===== src/rtl/pcg_pkg.sv =====
`timescale 1ns/1ps
// Shared encodings for the peripheral clock-gate controller.
// Assumes: register kind occupies the two top address bits.
package pcg_pkg;
    typedef enum logic [1:0] {
        OP_EN_SET  = 2'd0,
        OP_EN_CLR  = 2'd1,
        OP_RST_SET = 2'd2,
        OP_RST_CLR = 2'd3
    } pcg_op_e;

    typedef enum logic [1:0] {
        RK_PRES  = 2'd0,
        RK_EN    = 2'd1,
        RK_RST   = 2'd2,
        RK_READY = 2'd3
    } pcg_kind_e;
endpackage


===== src/rtl/pcg_id_decode.sv =====
`timescale 1ns/1ps
// Splits a peripheral identifier into a one-hot bank select and a bit mask.
// Assumes: bank index in the low field, bit position in the field above it.
// An out-of-range bank index selects no bank.
module pcg_id_decode #(
    parameter int NUM_BANKS  = 2,
    parameter int BANK_W     = 32,
    parameter int BANK_IDX_W = 1,
    parameter int BIT_IDX_W  = 5
) (
    input  logic [BANK_IDX_W+BIT_IDX_W-1:0] id,
    output logic [NUM_BANKS-1:0]            bank_sel,
    output logic [BANK_W-1:0]               bit_mask
);
    logic [BANK_IDX_W-1:0] bank_f;
    logic [BIT_IDX_W-1:0]  bit_f;

    assign bank_f = id[BANK_IDX_W-1:0];
    assign bit_f  = id[BANK_IDX_W+BIT_IDX_W-1:BANK_IDX_W];

    // One select line per bank, compared against the low field.
    generate
        for (genvar b = 0; b < NUM_BANKS; b++) begin : g_sel
            assign bank_sel[b] = (bank_f == BANK_IDX_W'(b));
        end
    endgenerate

    // Single-bit mask from the upper field.
    always_comb begin
        bit_mask = '0;
        bit_mask[bit_f] = 1'b1;
    end
endmodule


===== src/rtl/pcg_bank.sv =====
`timescale 1ns/1ps
// One bank of enable, soft-reset and ready state.
// Assumes: word write strobes and the command hit are already qualified by
// the unlock flag and are never high together (the top enforces priority).
module pcg_bank
    import pcg_pkg::*;
#(
    parameter int              W    = 32,
    parameter logic [W-1:0]    PRES = '1
) (
    input  logic          clk,
    input  logic          rst_n,
    input  logic          word_en_wr,
    input  logic          word_rst_wr,
    input  logic [W-1:0]  wdata,
    input  logic          cmd_hit,
    input  pcg_op_e       cmd_op,
    input  logic [W-1:0]  cmd_mask,
    output logic [W-1:0]  en_q,
    output logic [W-1:0]  rst_q,
    output logic [W-1:0]  rdy_q
);
    logic [W-1:0] en_nxt, rst_nxt;

    // Next enable word: word write, else single-bit read-modify-write.
    always_comb begin
        en_nxt = en_q;
        if (word_en_wr)
            en_nxt = wdata;
        else if (cmd_hit && cmd_op == OP_EN_SET)
            en_nxt = en_q | cmd_mask;
        else if (cmd_hit && cmd_op == OP_EN_CLR)
            en_nxt = en_q & ~cmd_mask;
    end

    // Next soft-reset word: same structure as the enable path.
    always_comb begin
        rst_nxt = rst_q;
        if (word_rst_wr)
            rst_nxt = wdata;
        else if (cmd_hit && cmd_op == OP_RST_SET)
            rst_nxt = rst_q | cmd_mask;
        else if (cmd_hit && cmd_op == OP_RST_CLR)
            rst_nxt = rst_q & ~cmd_mask;
    end

    // State registers; absent slots are masked to zero on every load.
    always_ff @(posedge clk) begin
        if (!rst_n) begin
            en_q  <= '0;
            rst_q <= '0;
            rdy_q <= '0;
        end else begin
            en_q  <= en_nxt & PRES;
            rst_q <= rst_nxt & PRES;
            rdy_q <= en_q & ~rst_q & PRES;
        end
    end
endmodule


===== src/rtl/pcg_ctrl.sv =====
`timescale 1ns/1ps
// Peripheral clock-gate and soft-reset controller (top).
// Holds per-peripheral enable and soft-reset bits in banks, accepts
// whole-word writes and single-bit commands while unlock is high, and
// drives clock-enable, reset and a registered ready flag per peripheral.
// Assumes: a word write in the same cycle as a command wins.
module pcg_ctrl
    import pcg_pkg::*;
#(
    parameter int NUM_BANKS = 2,
    parameter int BANK_W    = 32,
    parameter logic [NUM_BANKS*BANK_W-1:0] PRESENT_MASK = 64'hFFFF_0FFF_F7FF_FF3F,
    localparam int NPER       = NUM_BANKS * BANK_W,
    localparam int BANK_IDX_W = (NUM_BANKS > 1) ? $clog2(NUM_BANKS) : 1,
    localparam int BIT_IDX_W  = $clog2(BANK_W),
    localparam int ID_W       = BANK_IDX_W + BIT_IDX_W,
    localparam int ADDR_W     = BANK_IDX_W + 2
) (
    input  logic              clk,
    input  logic              rst_n,
    input  logic              unlock,
    input  logic              reg_wr,
    input  logic [ADDR_W-1:0] reg_addr,
    input  logic [BANK_W-1:0] reg_wdata,
    output logic [BANK_W-1:0] reg_rdata,
    input  logic              cmd_valid,
    input  logic [1:0]        cmd_op,
    input  logic [ID_W-1:0]   cmd_id,
    output logic [NPER-1:0]   pclk_en,
    output logic [NPER-1:0]   prst,
    output logic [NPER-1:0]   ready
);
    pcg_kind_e             kind;
    logic [BANK_IDX_W-1:0] rbank;
    logic                  wr_ok, cmd_ok;
    logic [NUM_BANKS-1:0]  cmd_bank_sel;
    logic [BANK_W-1:0]     cmd_mask;

    assign kind   = pcg_kind_e'(reg_addr[ADDR_W-1 -: 2]);
    assign rbank  = reg_addr[BANK_IDX_W-1:0];
    assign wr_ok  = reg_wr && unlock;
    assign cmd_ok = cmd_valid && unlock && !reg_wr;

    pcg_id_decode #(
        .NUM_BANKS (NUM_BANKS),
        .BANK_W    (BANK_W),
        .BANK_IDX_W(BANK_IDX_W),
        .BIT_IDX_W (BIT_IDX_W)
    ) u_dec (
        .id      (cmd_id),
        .bank_sel(cmd_bank_sel),
        .bit_mask(cmd_mask)
    );

    // One bank instance per 32-bit slice of the peripheral set.
    generate
        for (genvar b = 0; b < NUM_BANKS; b++) begin : g_bank
            logic hit_word;
            assign hit_word = wr_ok && (rbank == BANK_IDX_W'(b));

            pcg_bank #(
                .W   (BANK_W),
                .PRES(PRESENT_MASK[b*BANK_W +: BANK_W])
            ) u_bank (
                .clk        (clk),
                .rst_n      (rst_n),
                .word_en_wr (hit_word && kind == RK_EN),
                .word_rst_wr(hit_word && kind == RK_RST),
                .wdata      (reg_wdata),
                .cmd_hit    (cmd_ok && cmd_bank_sel[b]),
                .cmd_op     (pcg_op_e'(cmd_op)),
                .cmd_mask   (cmd_mask),
                .en_q       (pclk_en[b*BANK_W +: BANK_W]),
                .rst_q      (prst[b*BANK_W +: BANK_W]),
                .rdy_q      (ready[b*BANK_W +: BANK_W])
            );
        end
    endgenerate

    // Read mux: selects the addressed bank word of the addressed kind.
    always_comb begin
        reg_rdata = '0;
        for (int b = 0; b < NUM_BANKS; b++) begin
            if (rbank == BANK_IDX_W'(b)) begin
                case (kind)
                    RK_PRES:  reg_rdata = PRESENT_MASK[b*BANK_W +: BANK_W];
                    RK_EN:    reg_rdata = pclk_en[b*BANK_W +: BANK_W];
                    RK_RST:   reg_rdata = prst[b*BANK_W +: BANK_W];
                    default:  reg_rdata = ready[b*BANK_W +: BANK_W];
                endcase
            end
        end
    end
endmodule


===== config.mk =====
export PLATFORM = sky130hd
export DESIGN_NAME = pcg_ctrl
export DESIGN_NICKNAME = d
export VERILOG_FILES = /design/src/rtl/pcg_pkg.sv /design/src/rtl/pcg_id_decode.sv /design/src/rtl/pcg_bank.sv /design/src/rtl/pcg_ctrl.sv
export SDC_FILE = /design/constraint.sdc
export NUM_CORES = 1
export LEC_CHECK = 0
export BUFFER_PORTS_ARGS = -buffer_cell sky130_fd_sc_hd__buf_4
export CAP_MARGIN = 20
export CORE_MARGIN = 2
export CORE_UTILIZATION = 44
export DETAILED_ROUTE_END_ITERATION = 16
export PLACE_DENSITY_LB_ADDON = 0.3
export SLEW_MARGIN = 20
export SYNTH_ARGS = -nofsm -noshare
export SYNTH_HDL_FRONTEND = slang
export SYNTH_HIERARCHICAL = 1
export SYNTH_SLANG_ARGS = --single-unit

===== constraint.sdc =====
create_clock -name clk -period 2.5 [get_ports clk]
set_input_delay 0.25 -clock clk [delete_from_list [all_inputs] [get_ports clk]]
set_output_delay 0.25 -clock clk [all_outputs]
set_load 0.01 [all_outputs]

# Word-level counts from Yosys, hierarchy flattened
# Index checks and enable logic that the tools add are counted.
# classes
reduce_logical,27
n_eq_ne,5
n_lt_le_gt_ge,2
n_bitwise,15
mux,17
# op_table
cell,n
2-to-1 mux 32 bit,13
AND 32 bit,6
case mux 32 bit (3 select lines),2
bitwise OR 32 bit,4
NOT 32 bit,3
logical AND 1 bit,20
nonzero test 3 bit,4
"== test 2 bit, second input constant",3
"less-than comparator 5 x 6 -> 1 bit, second input constant",1
demux 1 bit (select 5 bit),1
">= comparator 5 x 1 -> 1 bit, second input constant",1
"== test 2 x 1 -> 1 bit, second input constant",2
logical NOT 2 bit,2
NOT 1 bit,2
logical NOT 1 bit,1
2-to-1 mux 1 bit,1
# totals
in_bits,48
elab_cells,78
reg_bits,192

# Longest topological paths before layout
# logic_depth
depth_word,9
ltp_mapped,10
depth_no_buf,5

# Cells and area by module
# Netlist, hierarchy kept.
# modules_own_cells
mod,cells_each,n_inst,area_per_inst_um2,seq_area_each_um2
pcg_bank at g_bank[0].u_bank,371,1,3499.6,1741.7
pcg_bank at g_bank[1].u_bank,362,1,3428.3,1681.6
pcg_ctrl,192,1,2189.6,0.0
pcg_id_decode,49,1,225.2,0.0

# Worst setup path before layout
# Ideal clock, no wire load.
# synth_path
path_type,input-to-reg
start,input reg_addr[1]
end,register (tool-made name)
arrival_ns,1.919
path_slack_ns,0.464
cell_stages,8
path_buffers,5
path_cell_list,buf_4 > buf_2 > buf_2 > nor4b_1 > and2b_1 > buf_2 > buf_2 > a32o_1
# synth_lines
element,line_no,text
from (decl),pcg_ctrl.sv:23,"input logic [ADDR_W-1:0] reg_addr,"

# Final worst setup path
# layout_path
start,input reg_addr[2]
end,output reg_rdata[18]
# layout_between
elab_chain_len,3
word_cells_on_any_way,6
classes_between,eq/ne (2); mux (3); reduce/logical (1)
# layout_lines
element,line_no,text
== test 2 bit (tied with other cells),pcg_ctrl.sv:85,case (kind)
case mux 32 bit (3 select lines),pcg_ctrl.sv:85,
2-to-1 mux 32 bit *,pcg_ctrl.sv:84,if (rbank == BANK_IDX_W'(b)) begin
to (decl),pcg_ctrl.sv:25,"output logic [BANK_W-1:0] reg_rdata,"
# Mark *: on every way between the ends. The rest lies on a longest branch, timed or not.

==> reports/metrics.yaml <==
boundaryPins: 272
cts.htree.levels: 4
routabilityCongestion: 0.804
vias: 8447
tns_ps: 0
cts_buffers: 17
wl_per_cell_um: 20.7
clk_pin_slew_worst_paths_ps: 70
period_share: 0.815
die_y_um: 150
slew_violations: 0
fp-row-count: 53
cts_root_buffer: "clkbuf_16"
crit_path_cell_trace: "buf_6, buf_12, mux2_2, mux4_2, buf_4"
port_buffers: 250
ys_async_sr_fraction: 0
wl_mm: 30.5
status: "finished, final reports clean"
min_period_ps: 2040
synth_top_area_share: 0.366
drt_pass1_iterations: 5
start_util: 0.446
overflow: 0
clk_latency_ps: 430
cts_tree: "built"
dpl.hpwl_mm: 20.3
syn_area_per_cell_sq_um: 9.59
synth_ff_type: "dfxtp_1"
grt_first_pass_wirelength_mm: 45.5
synth-seq-cells: 171
holdPathStages: 3
startpoint: "reg_addr[2]"
yosys_warnings: 6
drc: 0
antenna_found_initial: 0
post_cts_buffers: 0
grt_pass1_vias: 7951
worstPathArrival_ps: 1790
synthCells: 974
synth_area_sq_um: 9340
fillCellCount: 1888
clock_skew_ps: 8.32
synth_area_leader_cell: "dfxtp_1"
dieArea_sq_um: 22400
cts_num_sinks: 171
max_freq_ghz: 0.491
max_stage_delay_ps: 460
power_leakage_nw: 5.82
ys_top_cells_by_area: "dfxtp_1, a21o_1, mux4_2"
rsz0062_at_grt: "no"
cts_resized: 0
r2r_setup_slack_ps: 1610
maxCapViolCount: 0
critPathCaptureType: "output port"
synth-edff-count: 0
initialDrtViolationCount: 547
postCtsHoldBufs: 0
antenna_cells: 0
critPathCapture: "reg_rdata[18]"
seq_area_frac_synth: 0.366
final_nets: 1230
finalSetupViolCount: 0
crit_fanout: 36
clock_path_buffers: 2
drive_gt1_frac: 0.346
crit_type: "input pin to output port"
reg2regPathDepth: 2
max-slew-margin-rel: 0.326
core_sq_um: 21000
worstPathRequired_ps: 2250
syn2layout_area_growth_pct: 26.9
ir_worst_vdd_mv: 0.434
power_per_cell_area_nw_per_um2: 522
drt-vias-per-instance: 5.75
cp_slowest_cell: "mux4_2"
hold_viol: 0
hp-class: "input pin to flop"
start_kind: "input pin"
track_usage: 0.263
finish.utilization: 0.566
timing.hold.ws_ps: 37.2
synth_cell_types: 35
antenna_left: 0
die_w_um: 150
grt_max_degree: 38
worst_pin_slew_ps: 1010
report_power, final:
part / total (mW) / switching, mW / internal (mW)
combinational: 0.751 / 0.394 / 0.357
clock: 2.64 / 1.17 / 1.48
sequential: 2.79 / 0.0329 / 2.76
total: 6.18 / 1.59 / 4.59
worst min-delay path by stage:
stage	start	endpoint	slack, ps
final	reg_wdata[14]	flop	40
after global routing	reg_wdata[14]	flop	20
after CTS	reg_wdata[14]	flop	20
after detailed placement	flop	g_bank[1].u_bank/rdy_q[0]	460
after global placement	flop	g_bank[1].u_bank/rdy_q[0]	450
after floorplan	reg_wdata[31]	flop	360
kinds of logic (layout without fill, tap and decap cells):
kind of cell	count (synthesis)	count (layout)	share of synthesized area
multiplexers	96	96	0.166
flip-flops	171	171	0.366
AND/OR/NAND/NOR	317	317	0.180
buffers and inverters	103	304	0.0730
AO/OA/AOI/OAI	285	285	0.214
other	2	21	0.000804
synthesized netlist by cell type, drive strengths merged, types with 2 or more instances:
library cell    n
a21o          114
a21oi          57
a32o           57
and2           13
and3            2
and3b          46
and4b           2
buf            80
clkbuf         22
conb            2
dfxtp         171
mux2           64
mux4           32
nand2         130
nand2b         61
nand3           2
nand3b          3
nor2           45
nor2b           3
nor3            2
o21ai          57
or3b            3
area by class of cell:
| class | instances | area, sq um | area share |
|---|---|---|---|
| repair buffers | 272 | 2160 | 0.182 |
| clock inverters | 13 | 143 | 0.0120 |
| well taps | 275 | 344 | 0.0290 |
| inverters | 1 | 3.75 | 0.000317 |
| flip-flops and latches | 171 | 3420 | 0.289 |
| multi-input cells | 719 | 5350 | 0.451 |
| clock buffers | 18 | 429 | 0.0362 |
per-layer routing:
layer / up-vias / track usage / wire (um)
met1: 4155 / 0.354 / 13200
met5: - / 0 / 0
met3: 32 / 0.0570 / 2370
met2: 368 / 0.426 / 14400
li1: 3892 / - / -
met4: 0 / 0.0759 / 439
through the flow:
step,instances,cell area (sq um),setup slack (ps),total power [mW]
after detailed placement,1438,11300,464,3.60
final,1469,11900,462,6.18
after floorplan,993,9410,464,3.32
after CTS,1469,11900,465,6.21
after global placement,1438,11300,490,3.58
after global routing,1469,11900,407,6.39
cells in the final DEF, fill, tap and decap left out, drive strengths merged:
cell type	n
buf	272
dfxtp	171
nand2	130
a21o	114
mux2	64
nand2b	61
a32o	57
a21oi	57
o21ai	57
and3b	46
nor2	45
mux4	32
conb	21
clkbuf	18
and2	13
clkinvlp	5
inv	5
nor2b	3
or3b	3
nand3b	3
and4b	2
nor3	2
nand3	2
clkinv	2
bufinv	2
and3	2
nor3b	1
nor4b	1
and2b	1
or2	1
or3	1
critical path, delay by kind of cell:
family | cells | cell delay [ps]
mux | 2 | 810
buf+inv | 3 | 700
Note: power is estimated with default switching activity, not from simulation.
